`src/rtl/vshr_pkg.sv`:
```
package vshr_pkg;
   localparam int LANE_W = 64;
   localparam int MASK_W = 8;
   localparam int SH_W   = $clog2(LANE_W);

   typedef logic [LANE_W-1:0] lane_t;

   function automatic bit width_ok(input int w);
      return (w == 128) || (w == 256) || (w == 512);
   endfunction
endpackage

```
`src/rtl/vshr_lane_shift.sv`:
```
module vshr_lane_shift
   import vshr_pkg::*;
(
   input  lane_t data_i,
   input  lane_t cnt_i,
   output lane_t res_o
);
   lane_t stg [0:SH_W];
   logic  big;

   assign stg[0] = data_i;

   for (genvar s = 0; s < SH_W; s++) begin : g_stage
      assign stg[s+1] = cnt_i[s] ? (stg[s] >> (2**s)) : stg[s];
   end

   assign big   = |cnt_i[LANE_W-1:SH_W];
   assign res_o = big ? '0 : stg[SH_W];
endmodule

```
`src/rtl/vshr_lane_pick.sv`:
```
module vshr_lane_pick
   import vshr_pkg::*;
(
   input  lane_t shifted_i,
   input  lane_t pass_i,
   input  logic  keep_i,
   input  logic  mask_en_i,
   input  logic  zero_mode_i,
   output lane_t lane_o
);
   always_comb begin
      if (!mask_en_i || keep_i)
         lane_o = shifted_i;
      else if (zero_mode_i)
         lane_o = '0;
      else
         lane_o = pass_i;
   end
endmodule

```
`src/rtl/vshr_lanes.sv`:
```
module vshr_lanes
   import vshr_pkg::*;
#(
   parameter int VEC_W = 256
) (
   input  logic             clk,
   input  logic             rst,
   input  logic             in_valid,
   input  logic [VEC_W-1:0] data_in,
   input  logic [VEC_W-1:0] cnt_in,
   input  logic [VEC_W-1:0] pass_in,
   input  logic [7:0]       mask_in,
   input  logic             mask_en,
   input  logic             zero_mode,
   input  logic             bcast_cnt,
   output logic             out_valid,
   output logic [VEC_W-1:0] res_out
);
   localparam int NLANE = VEC_W / LANE_W;

   if (!width_ok(VEC_W)) begin : g_bad_width
      $error("vshr_lanes: VEC_W must be 128, 256 or 512");
   end

   if (NLANE < MASK_W) begin : g_spare_mask
      logic unused_mask_hi;
      assign unused_mask_hi = ^mask_in[MASK_W-1:NLANE];
   end

   logic [VEC_W-1:0] picked;
   logic [VEC_W-1:0] res_q;
   logic             vld_q;

   for (genvar g = 0; g < NLANE; g++) begin : g_lane
      lane_t cnt_sel;
      lane_t shifted;

      assign cnt_sel = bcast_cnt ? cnt_in[LANE_W-1:0] : cnt_in[g*LANE_W +: LANE_W];

      vshr_lane_shift u_shift (
         .data_i (data_in[g*LANE_W +: LANE_W]),
         .cnt_i  (cnt_sel),
         .res_o  (shifted)
      );

      vshr_lane_pick u_pick (
         .shifted_i   (shifted),
         .pass_i      (pass_in[g*LANE_W +: LANE_W]),
         .keep_i      (mask_in[g]),
         .mask_en_i   (mask_en),
         .zero_mode_i (zero_mode),
         .lane_o      (picked[g*LANE_W +: LANE_W])
      );

      // an oversize unmasked count empties the lane
      a_r2_big_count_zero: assert property (@(posedge clk) disable iff (rst)
         out_valid && $past(!mask_en && !bcast_cnt &&
                            (cnt_in[g*LANE_W +: LANE_W] >= 64'd64))
         |-> res_out[g*LANE_W +: LANE_W] == '0);

      // a zero count is the identity
      a_r3_zero_count_same: assert property (@(posedge clk) disable iff (rst)
         out_valid && $past(!mask_en && !bcast_cnt &&
                            (cnt_in[g*LANE_W +: LANE_W] == '0))
         |-> res_out[g*LANE_W +: LANE_W] == $past(data_in[g*LANE_W +: LANE_W]));

      // a masked-off lane merges the passthrough value
      a_r6_merge_pass: assert property (@(posedge clk) disable iff (rst)
         out_valid && $past(mask_en && !zero_mode && !mask_in[g])
         |-> res_out[g*LANE_W +: LANE_W] == $past(pass_in[g*LANE_W +: LANE_W]));

      // a masked-off lane is cleared in zeroing mode
      a_r7_zero_lane: assert property (@(posedge clk) disable iff (rst)
         out_valid && $past(mask_en && zero_mode && !mask_in[g])
         |-> res_out[g*LANE_W +: LANE_W] == '0);
   end

   always_ff @(posedge clk) begin
      if (rst) begin
         vld_q <= 1'b0;
      end else begin
         vld_q <= in_valid;
         if (in_valid)
            res_q <= picked;
      end
   end

   assign out_valid = vld_q;
   assign res_out   = res_q;

   // one-cycle valid latency
   a_r9_valid_follows: assert property (@(posedge clk) disable iff (rst)
      in_valid |=> out_valid);
   a_r9_valid_drops: assert property (@(posedge clk) disable iff (rst)
      !in_valid |=> !out_valid);
endmodule

```
`config.mk`:
```
export PLATFORM = sky130hd
export DESIGN_NAME = vshr_lanes
export DESIGN_NICKNAME = d
export VERILOG_FILES = /design/src/rtl/vshr_pkg.sv /design/src/rtl/vshr_lane_shift.sv /design/src/rtl/vshr_lane_pick.sv /design/src/rtl/vshr_lanes.sv
export SDC_FILE = /design/constraint.sdc
export NUM_CORES = 1
export LEC_CHECK = 0
export CAP_MARGIN = 0
export CORE_AREA = 3 3 405 407
export CTS_CLUSTER_DIAMETER = 80
export CTS_CLUSTER_SIZE = 24
export DETAILED_ROUTE_END_ITERATION = 10
export DIE_AREA = 0 0 408 410
export MAX_ROUTING_LAYER = met4
export PLACE_DENSITY = 0.49
export SYNTH_ARGS = -nofsm -noshare
export SYNTH_HDL_FRONTEND = slang
export SYNTH_HIERARCHICAL = 1
export SYNTH_SLANG_ARGS = --single-unit
export TNS_END_PERCENT = 30
```
`constraint.sdc`:
```
create_clock -name clk -period 22.1 [get_ports clk]
set_clock_uncertainty 0.1 [all_clocks]
set_input_delay 2.21 -clock clk [delete_from_list [all_inputs] [get_ports clk]]
set_output_delay 2.21 -clock clk [all_outputs]
set_load 0.005 [all_outputs]
```
# Yosys cells after proc, flatten, opt, wreduce, memory -nomap -nowiden
# Index checks and enable logic that the tools add are counted.
# W data, S select, Z words.
word_totals:
  output_inout_bits: 257
  register_bits: 257
classes:
  bitwise: 1
  reduce_logical: 10
  mux: 39
op_table:
  columns: ["cell", "n"]
  rows:
  - ["$mux W64", 39]
  - ["$reduce_or A58 Y1", 4]
  - ["$logic_or A1 B1 Y1", 4]
  - ["$reduce_and A2 Y1", 1]
  - ["$logic_not A1 Y1", 1]
  - ["$not A1 Y1", 1]

# Logic depth before layout (Yosys ltp)
# Gate-level depths: netlist of the first run.
logic_depth:
  word_depth: 9
  ltp_mapped: 14

# Cells and area by module
# Netlist of the first run, hierarchy kept.
modules_own_cells:
  columns: ["module", "area_each_um2", "cells_each", "instances"]
  rows:
  - ["vshr_lane_shift", 4855.9, 602, 4]
  - ["vshr_lanes", 10112.2, 472, 1]
  - ["vshr_lane_pick", 1535.2, 143, 4]

# Worst setup path before layout of the first run
# Ideal clock, no wire load.
synth_timing:
  kind: "input-to-reg"
  startpoint: "input rst"
  endpoint: "register res_q[0], in the netlist res_out[0], enable pin"
  setup_time_ps: 912
  path_buffers: 0
  arrival_ps: 13529
  slack_ps: 7559
  cell_stages: 1
  path_cell_list: "nor2b_1"
synth_between:
  elab_chain_len: 2
synth_lines:
  columns: ["element", "line_no", "source"]
  rows:
  - ["start: declaration", "vshr_lanes.sv:7", "input logic rst,"]
  - ["$not A1 Y1 (no line)", null, null]
  - ["$reduce_and A2 Y1 (no line)", null, null]
  - ["end signal: assignment", "vshr_lanes.sv:84", "res_q <= picked;"]
  - ["end: declaration", "vshr_lanes.sv:31", "logic [VEC_W-1:0] res_q;"]
# Every way passes these cells.
# A chain may end at the register's enable or synchronous reset.

# Worst setup path after layout of the first run
layout_timing:
  startpoint: "input bcast_cnt"
  endpoint: "register res_q[93], in the netlist res_out[93] (data pin)"
layout_between:
  elab_cells_between_ends: 10
  classes_between: "9 x mux; 1 x reduce/logical"
layout_rtl:
  columns: ["element", "line_no", "source"]
  rows:
  - ["start: declaration", "vshr_lanes.sv:15", "input logic bcast_cnt,"]
  - ["$mux W64", "vshr_lanes.sv:38", "assign cnt_sel = bcast_cnt ? cnt_in[LANE_W-1:0] : cnt_in[g*LANE_W +: LANE_W];"]
  - ["via g_lane[1].cnt_sel[22]", "vshr_lanes.sv:35", "lane_t cnt_sel;"]
  - ["$reduce_or A58 Y1", "vshr_lane_shift.sv:17", "assign big = |cnt_i[LANE_W-1:SH_W];"]
  - ["$mux W64", "vshr_lane_shift.sv:18", "assign res_o = big ? '0 : stg[SH_W];"]
  - ["via g_lane[1].shifted[29]", "vshr_lanes.sv:36", "lane_t shifted;"]
  - ["$mux W64", "vshr_lane_pick.sv:12", "if (!mask_en_i || keep_i)"]
  - ["via picked[93]", "vshr_lanes.sv:30", "logic [VEC_W-1:0] picked;"]
# The timed path passes the listed nets, and every way through them passes these cells.

==> results.py, run 1 <==
metrics = {
    "status": {
        "outcome": "completed",
    },
    "clocking": {
        "post_cts_resized": 0,
        "clockBufferDepth": 3,
        "cts_inserted_buffers": 24,
        "cts_tree": "done",
        "cts_root_buf": "clkbuf_16",
        "htreeDepth": 1,
        "cts.sinks": 257,
        "cts_setup_buffers": 0,
        "holdBufCountCts": 0,
        "clk_pin_slew_ns": 0.10,
    },
    "timing": {
        "period_share_pct": 35.0,
        "timing.final.ws_setup_ns": 14.36,
        "setup_viol": 0,
        "worst_pin_slew_ns": 1.18,
        "finalCriticalPeriod_ns": 7.74,
        "hold_viol": 0,
        "drv_slew": 0,
        "max_freq_mhz": 129,
        "finalSetupTns_ns": 0,
        "relSlewSlack_pct": 19.5,
        "rsz0062_at_grt": "no",
    },
    "finish": {
        "area_growth_pct": 33.3,
        "finalNetCount": 5043,
        "fin_cells": 6487,
        "fin_area_um2": 47600,
        "drive_above_1_share_pct": 22.7,
    },
    "die": {
        "start_util_pct": 22.2,
        "pin_count": 1039,
        "die_area_um2": 167000,
        "core_um2": 161000,
        "fp-row-count": 147,
        "dieHeight_um": 410,
        "fp.dieW_um": 408,
    },
    "placement": {
        "dp_cells": 6395,
        "place_ws_ns": 13.72,
        "globalplace.congestion": 0.980,
        "dpl.hpwl_mm": 161,
        "portBuffers": 1034,
        "placed_cell_area_um2": 46500,
    },
    "synthesis": {
        "post-synth-top-area-cell": "edfxtp_1",
        "syn_area_per_cell_um2": 10.3,
        "synthCells": 3452,
        "seq_area_frac_synth_pct": 21.6,
        "synth_ff_type": "edfxtp_1",
        "async_flop_share_pct": 0,
        "synth_top_area_share_pct": 21.5,
        "syn_area_um2": 35700,
        "ys_top_cells_by_area": "edfxtp_1 (22%), mux2_2 (14%), mux2_4 (10%)",
        "synth_edf_count": 256,
        "synth_seq_cells": 257,
        "synth_nets": 4234,
        "synth_cell_type_count": 65,
        "yosys_warnings": 6,
    },
    "flow_run": {
        "drv_cap": 0,
    },
    "drt": {
        "drt-total-wl_mm": 196,
        "post_drt_wl_per_cell_um": 30.2,
        "num_vias": 33600,
        "drt-pass1-iter-count": 8,
        "drt-initial-drc-count": 3353,
        "ant_nets": 0,
        "vias_per_cell": 5.18,
        "drc": 0,
    },
    "power": {
        "power.total_mw": 2.07,
        "ir_drop_mv": 0.0536,
        "leakage_nw": 16.7,
        "power_density_nw_per_um2": 43.5,
    },
    "worst_setup_path": {
        "cp_max_fo": 83,
        "endpoint": "res_out[93]$_DFFE_PP_",
        "crit_start": "bcast_cnt",
        "cp-end-kind": "register",
        "worstSetupStartpointType": "input pin",
        "arrival_ns": 8.11,
        "critPathKind": "in2reg",
        "cp.required_ns": 22.47,
    },
    "grt": {
        "grt_pass1_vias": 33400,
        "grt-ovfl-total": 0,
        "grt_max_degree": 126,
        "grt_usage_pct": 22.8,
        "antenna_found_initial": 65,
        "grt_first_pass_wirelength_mm": 268,
    },
    "hold_path": {
        "hp-class": "in2reg",
    },
}
worst max-delay path, stage by stage:
cell and delay [ns]:
buf_8 0.49, buf_4 0.52, buf_4 0.82, mux2_2 0.42, nor4_1 0.56, nand4_1 0.34
nor4_2 0.91, and2_1 0.50, nand2_1 0.31, o32ai_1 0.59, mux2_4 0.26
cell type report:
type | instances | area, µm²
Antenna cell | 48 | 120
Clock inverter | 19 | 290
Fill cell | 17000 | 113000
Tap cell | 2160 | 2700
Clock buffer | 25 | 626
Sequential cell | 257 | 7710
Multi-Input combinational cell | 2870 | 25300
Timing Repair Buffer | 1088 | 10700
Inverter | 20 | 75.1
routing by layer:
| metal | up-vias | track usage (%) | routed length (µm) | part of all wire [%] |
|---|---|---|---|---|
| met2 | 1535 | 37.9 | 94700 | 48 |
| met5 | - | - | 0 | 0 |
| li1 | 15000 | - | - | - |
| met3 | 167 | 4.11 | 14000 | 7.2 |
| met4 | 0 | 5.96 | 5550 | 2.8 |
| met1 | 16900 | 28.5 | 81800 | 42 |
worst min-delay path by stage:
stage	start	end	slack (ns)	cells after the start
floorplan	rst	out_valid$_SDFF_PP0_	2.18	1
detailed placement	in_valid	out_valid$_SDFF_PP0_	2.71	2
global placement	in_valid	out_valid$_SDFF_PP0_	2.71	2
global route	in_valid	out_valid$_SDFF_PP0_	2.08	2
CTS	in_valid	out_valid$_SDFF_PP0_	2.05	2
finish	in_valid	out_valid$_SDFF_PP0_	2.11	2
state kept, by name, indices dropped and copies added, names as in the netlist:
name	count
res_out	256
out_valid	1
synth_stat cells (28+ instances only):
cell and n:
clkbuf_1 64, mux2_2 428, edfxtp_1 256, mux2_4 240
o21ai_0 96, mux2i_1 340, nor4_1 84, buf_12 32
a22oi_1 52, o22a_1 28, nand3_1 36, mux4_1 32
nor3_1 28, o22ai_1 92, clkbuf_8 48, a21oi_1 80
nand2b_1 32, nor2b_1 278, buf_6 44, mux4_2 128
and2_1 36, nand2_1 252, buf_2 61, nor2_1 304
report_power, final:
part	switching [mW]	internal, mW	total [mW]	leakage (nW)
combinational	0.536	0.466	1.00	14.1
sequential	0.00853	0.566	0.574	2.13
clock	0.261	0.232	0.493	0.442
cell usage in the layout, fill, tap and decap left out, types with 12 or more instances in the layout:
| master | synthesis | layout |
|---|---|---|
| clkdlybuf4s50_1 | 0 | 1027 |
| mux2_2 | 428 | 425 |
| mux2i_1 | 340 | 340 |
| nor2_1 | 304 | 304 |
| nor2b_1 | 278 | 277 |
| edfxtp_1 | 256 | 256 |
| nand2_1 | 252 | 252 |
| mux2_4 | 240 | 243 |
| mux4_2 | 128 | 128 |
| o21ai_0 | 96 | 96 |
| o22ai_1 | 92 | 92 |
| a21oi_1 | 80 | 80 |
| nor4_1 | 84 | 70 |
| buf_4 | 24 | 54 |
| a22oi_1 | 52 | 52 |
| diode_2 | 0 | 48 |
| nand3_1 | 36 | 36 |
| and2_1 | 36 | 36 |
| nand2b_1 | 32 | 32 |
| mux4_1 | 32 | 32 |
| nor3_1 | 28 | 28 |
| o22a_1 | 28 | 28 |
| clkbuf_16 | 0 | 25 |
| nand4_1 | 24 | 24 |
| a211oi_1 | 20 | 20 |
| or2_2 | 20 | 20 |
| a221oi_1 | 20 | 20 |
| o32ai_1 | 16 | 16 |
| o21ai_1 | 16 | 16 |
| a31oi_1 | 16 | 16 |
| nor4_2 | 0 | 14 |
| inv_2 | 8 | 12 |
| o211ai_1 | 12 | 12 |
| a22o_1 | 12 | 12 |
| a222oi_1 | 12 | 12 |
| o31ai_1 | 12 | 12 |
stage by stage:
| stage | hold WS, ns | utilization, % |
|---|---|---|
| 4_1_cts | 2.05 | 29.5 |
| 2_1_floorplan | 2.18 | - |
| 6_report | 2.11 | 29.6 |
| 3_5_place_dp | 2.71 | 29.0 |
| 5_1_grt | 2.08 | 29.6 |
| 3_3_place_gp | 2.71 | 29.0 |
kinds of logic after synthesis:
logic type / synth area share, %
AO/OA/AOI/OAI: 11.4
buffers and inverters: 7.80
flip-flops: 21.6
multiplexers: 43.6
AND/OR/NAND/NOR: 15.6
No activity file was read; power rests on OpenSTA's default activity.
==> inputs of run 2 (changes only) <==
--- a/config.mk
+++ b/config.mk
@@ -6,13 +6,13 @@
 export NUM_CORES = 1
 export LEC_CHECK = 0
 export CAP_MARGIN = 0
-export CORE_AREA = 3 3 405 407
+export CORE_AREA = 3 3 406 408
 export CTS_CLUSTER_DIAMETER = 80
 export CTS_CLUSTER_SIZE = 24
 export DETAILED_ROUTE_END_ITERATION = 10
-export DIE_AREA = 0 0 408 410
+export DIE_AREA = 0 0 409 411
 export MAX_ROUTING_LAYER = met4
-export PLACE_DENSITY = 0.49
+export PLACE_DENSITY = 0.51
 export SYNTH_ARGS = -nofsm -noshare
 export SYNTH_HDL_FRONTEND = slang
 export SYNTH_HIERARCHICAL = 1
==> constraint.sdc (replaced) <==
create_clock -name clk -period 6.7 [get_ports clk]
set_clock_uncertainty 0.1 [all_clocks]
set_input_delay 0.67 -clock clk [delete_from_list [all_inputs] [get_ports clk]]
set_output_delay 0.67 -clock clk [all_outputs]
set_load 0.005 [all_outputs]
==> run 2 against run 1 <==
  * Worst setup slack got worse by 13 ns
  * Combinational power rose to 3.4 times the previous value
  * Worst hold slack got worse by 1.5 ns
  * Via count rose by 0.71%
  * Global-route usage rose by 0.19 points
  * Flip-flop and latch count did not move
  * Design area rose by 0.31%
  * Core utilization fell by 0.18 points
  * Routed wire length rose by 1.9%
  * Critical endpoint is now res_out[78]$_DFFE_PP_
  * Highest routed layer unchanged
==> results.py, run 2 (synthesis gave the netlist of run 1 again) <==
metrics = {
    "status": {
        "outcome": "completed",
    },
    "timing": {
        "setup_viol": 0,
        "relSlewSlack_pct": 19.0,
        "drv_slew": 0,
        "worst_pin_slew_ns": 1.21,
        "period_share_pct": 72.2,
        "max_freq_mhz": 207,
        "finalCriticalPeriod_ns": 4.84,
        "finalSetupTns_ns": 0,
        "rsz0062_at_grt": "no",
        "timing.final.ws_setup_ns": 1.86,
        "hold_viol": 0,
    },
    "clocking": {
        "cts.sinks": 257,
        "cts_inserted_buffers": 22,
        "clockBufferDepth": 3,
        "cts_root_buf": "clkbuf_16",
        "post_cts_resized": 0,
        "cts_tree": "done",
        "holdBufCountCts": 0,
        "htreeDepth": 1,
        "clk_pin_slew_ns": 0.09,
        "cts_setup_buffers": 0,
    },
    "placement": {
        "placed_cell_area_um2": 46800,
        "globalplace.congestion": 0.985,
        "portBuffers": 1034,
        "place_ws_ns": 1.26,
        "dpl.hpwl_mm": 165,
    },
    "power": {
        "pwr-share-comb_pct": 49.6,
        "p_sw_share_pct": 38.8,
        "p_sw_mw": 2.63,
        "ir_drop_mv": 0.126,
        "leakage_nw": 16.8,
        "pwr-share-seq_pct": 28.0,
        "internal-power_mw": 4.14,
        "power_density_nw_per_um2": 142,
        "p_clk_share_pct": 22.5,
    },
    "finish": {
        "final_cell_mix": "clkdlybuf4s50_1 (1027), mux2_2 (425), mux2i_1 (340)",
        "finalNetCount": 5061,
        "mostFrequentLayoutCell": "clkdlybuf4s50_1",
        "largest_reg_flops": 256,
        "fin_area_um2": 47700,
        "drive_above_1_share_pct": 23.0,
        "final_util_pct": 29.4,
        "area_growth_pct": 33.7,
    },
    "worst_setup_path": {
        "worstSetupStartpointType": "input pin",
        "cp_max_fo": 80,
        "critPathKind": "in2reg",
        "cp.required_ns": 7.07,
        "arrival_ns": 5.21,
        "cp-end-kind": "register",
    },
    "drt": {
        "vias_per_cell": 5.21,
        "drt-initial-drc-count": 3694,
        "num_vias": 33900,
        "ant_nets": 0,
        "drc": 0,
        "post_drt_wl_per_cell_um": 30.7,
        "drt-total-wl_mm": 200,
        "drt-pass1-iter-count": 6,
    },
    "grt": {
        "grt_pass1_vias": 33300,
        "grt-ovfl-total": 0,
        "grt_usage_pct": 23.0,
        "grt_first_pass_wirelength_mm": 270,
        "grt_max_degree": 136,
        "antenna_found_initial": 56,
    },
    "die": {
        "die_area_um2": 168000,
        "pin_count": 1039,
        "core_um2": 162000,
        "start_util_pct": 22.0,
        "fp.dieW_um": 409,
        "dieHeight_um": 411,
        "fp-row-count": 148,
    },
    "hold_path": {
        "hp-class": "in2reg",
    },
    "flow_run": {
        "drv_cap": 0,
    },
}
-- run 2: changes by cell type in the layout (fill, tap and decap cells not counted), moves of 2 or more --
cell / change
inv_12: -2
clkinv_8: +4
buf_4: +14
inv_6: +2
clkbuf_16: -2
buf_12: +6
diode_2: -10
inv_8: -4
-- run 2: worst max-delay path, stage by stage --
cell and delay [ns]:
buf_8 0.48, mux2_2 0.41, nor4_1 0.62, nand4_1 0.42, buf_4 0.31, or4_1 0.94
a2111oi_0 0.87, o21bai_1 0.22, mux2_4 0.16
-- run 2: area by class of cell --
class	count	area, µm²
Sequential cell	257	7710
Inverter	20	75.1
Multi-Input combinational cell	2870	25300
Fill cell	17100	114000
Tap cell	2175	2720
Clock inverter	16	263
Clock buffer	24	579
Timing Repair Buffer	1108	11000
Antenna cell	38	95.1
-- run 2: metal layers --
metal	wire, µm	vias to the layer above	share of wire, %	track usage [%]
li1	-	15000	-	-
met1	81500	17000	41	28.2
met2	95300	1687	48	37.8
met3	16300	180	8.2	5.00
met4	6650	0	3.3	6.87
met5	0	-	0	-
-- run 2: worst paths after layout --
| kind | from | end | slack, ns | depth (start not counted) |
|---|---|---|---|---|
| worst max-delay path | bcast_cnt | res_out[78]$_DFFE_PP_ | 1.86 | 9 |
| worst min-delay path | in_valid | out_valid$_SDFF_PP0_ | 0.58 | 2 |
-- run 2: stage by stage --
step	hold slack, ns	cells	power, mW
5_1_grt	0.550	6508	7.04
3_3_place_gp	1.17	6430	5.23
3_5_place_dp	1.17	6430	5.22
6_report	0.580	6508	6.77
2_1_floorplan	0.642	3452	3.80
4_1_cts	0.524	6470	6.79
-- run 2: power by group through the flow --
stage / Sequential, mW / Clock, mW / Combinational (mW)
floorplan: 1.95 / 0 / 1.86
global placement: 1.93 / 0 / 3.30
detailed placement: 1.93 / 0 / 3.29
CTS: 1.90 / 1.59 / 3.31
global route: 1.90 / 1.63 / 3.51
finish: 1.89 / 1.52 / 3.35
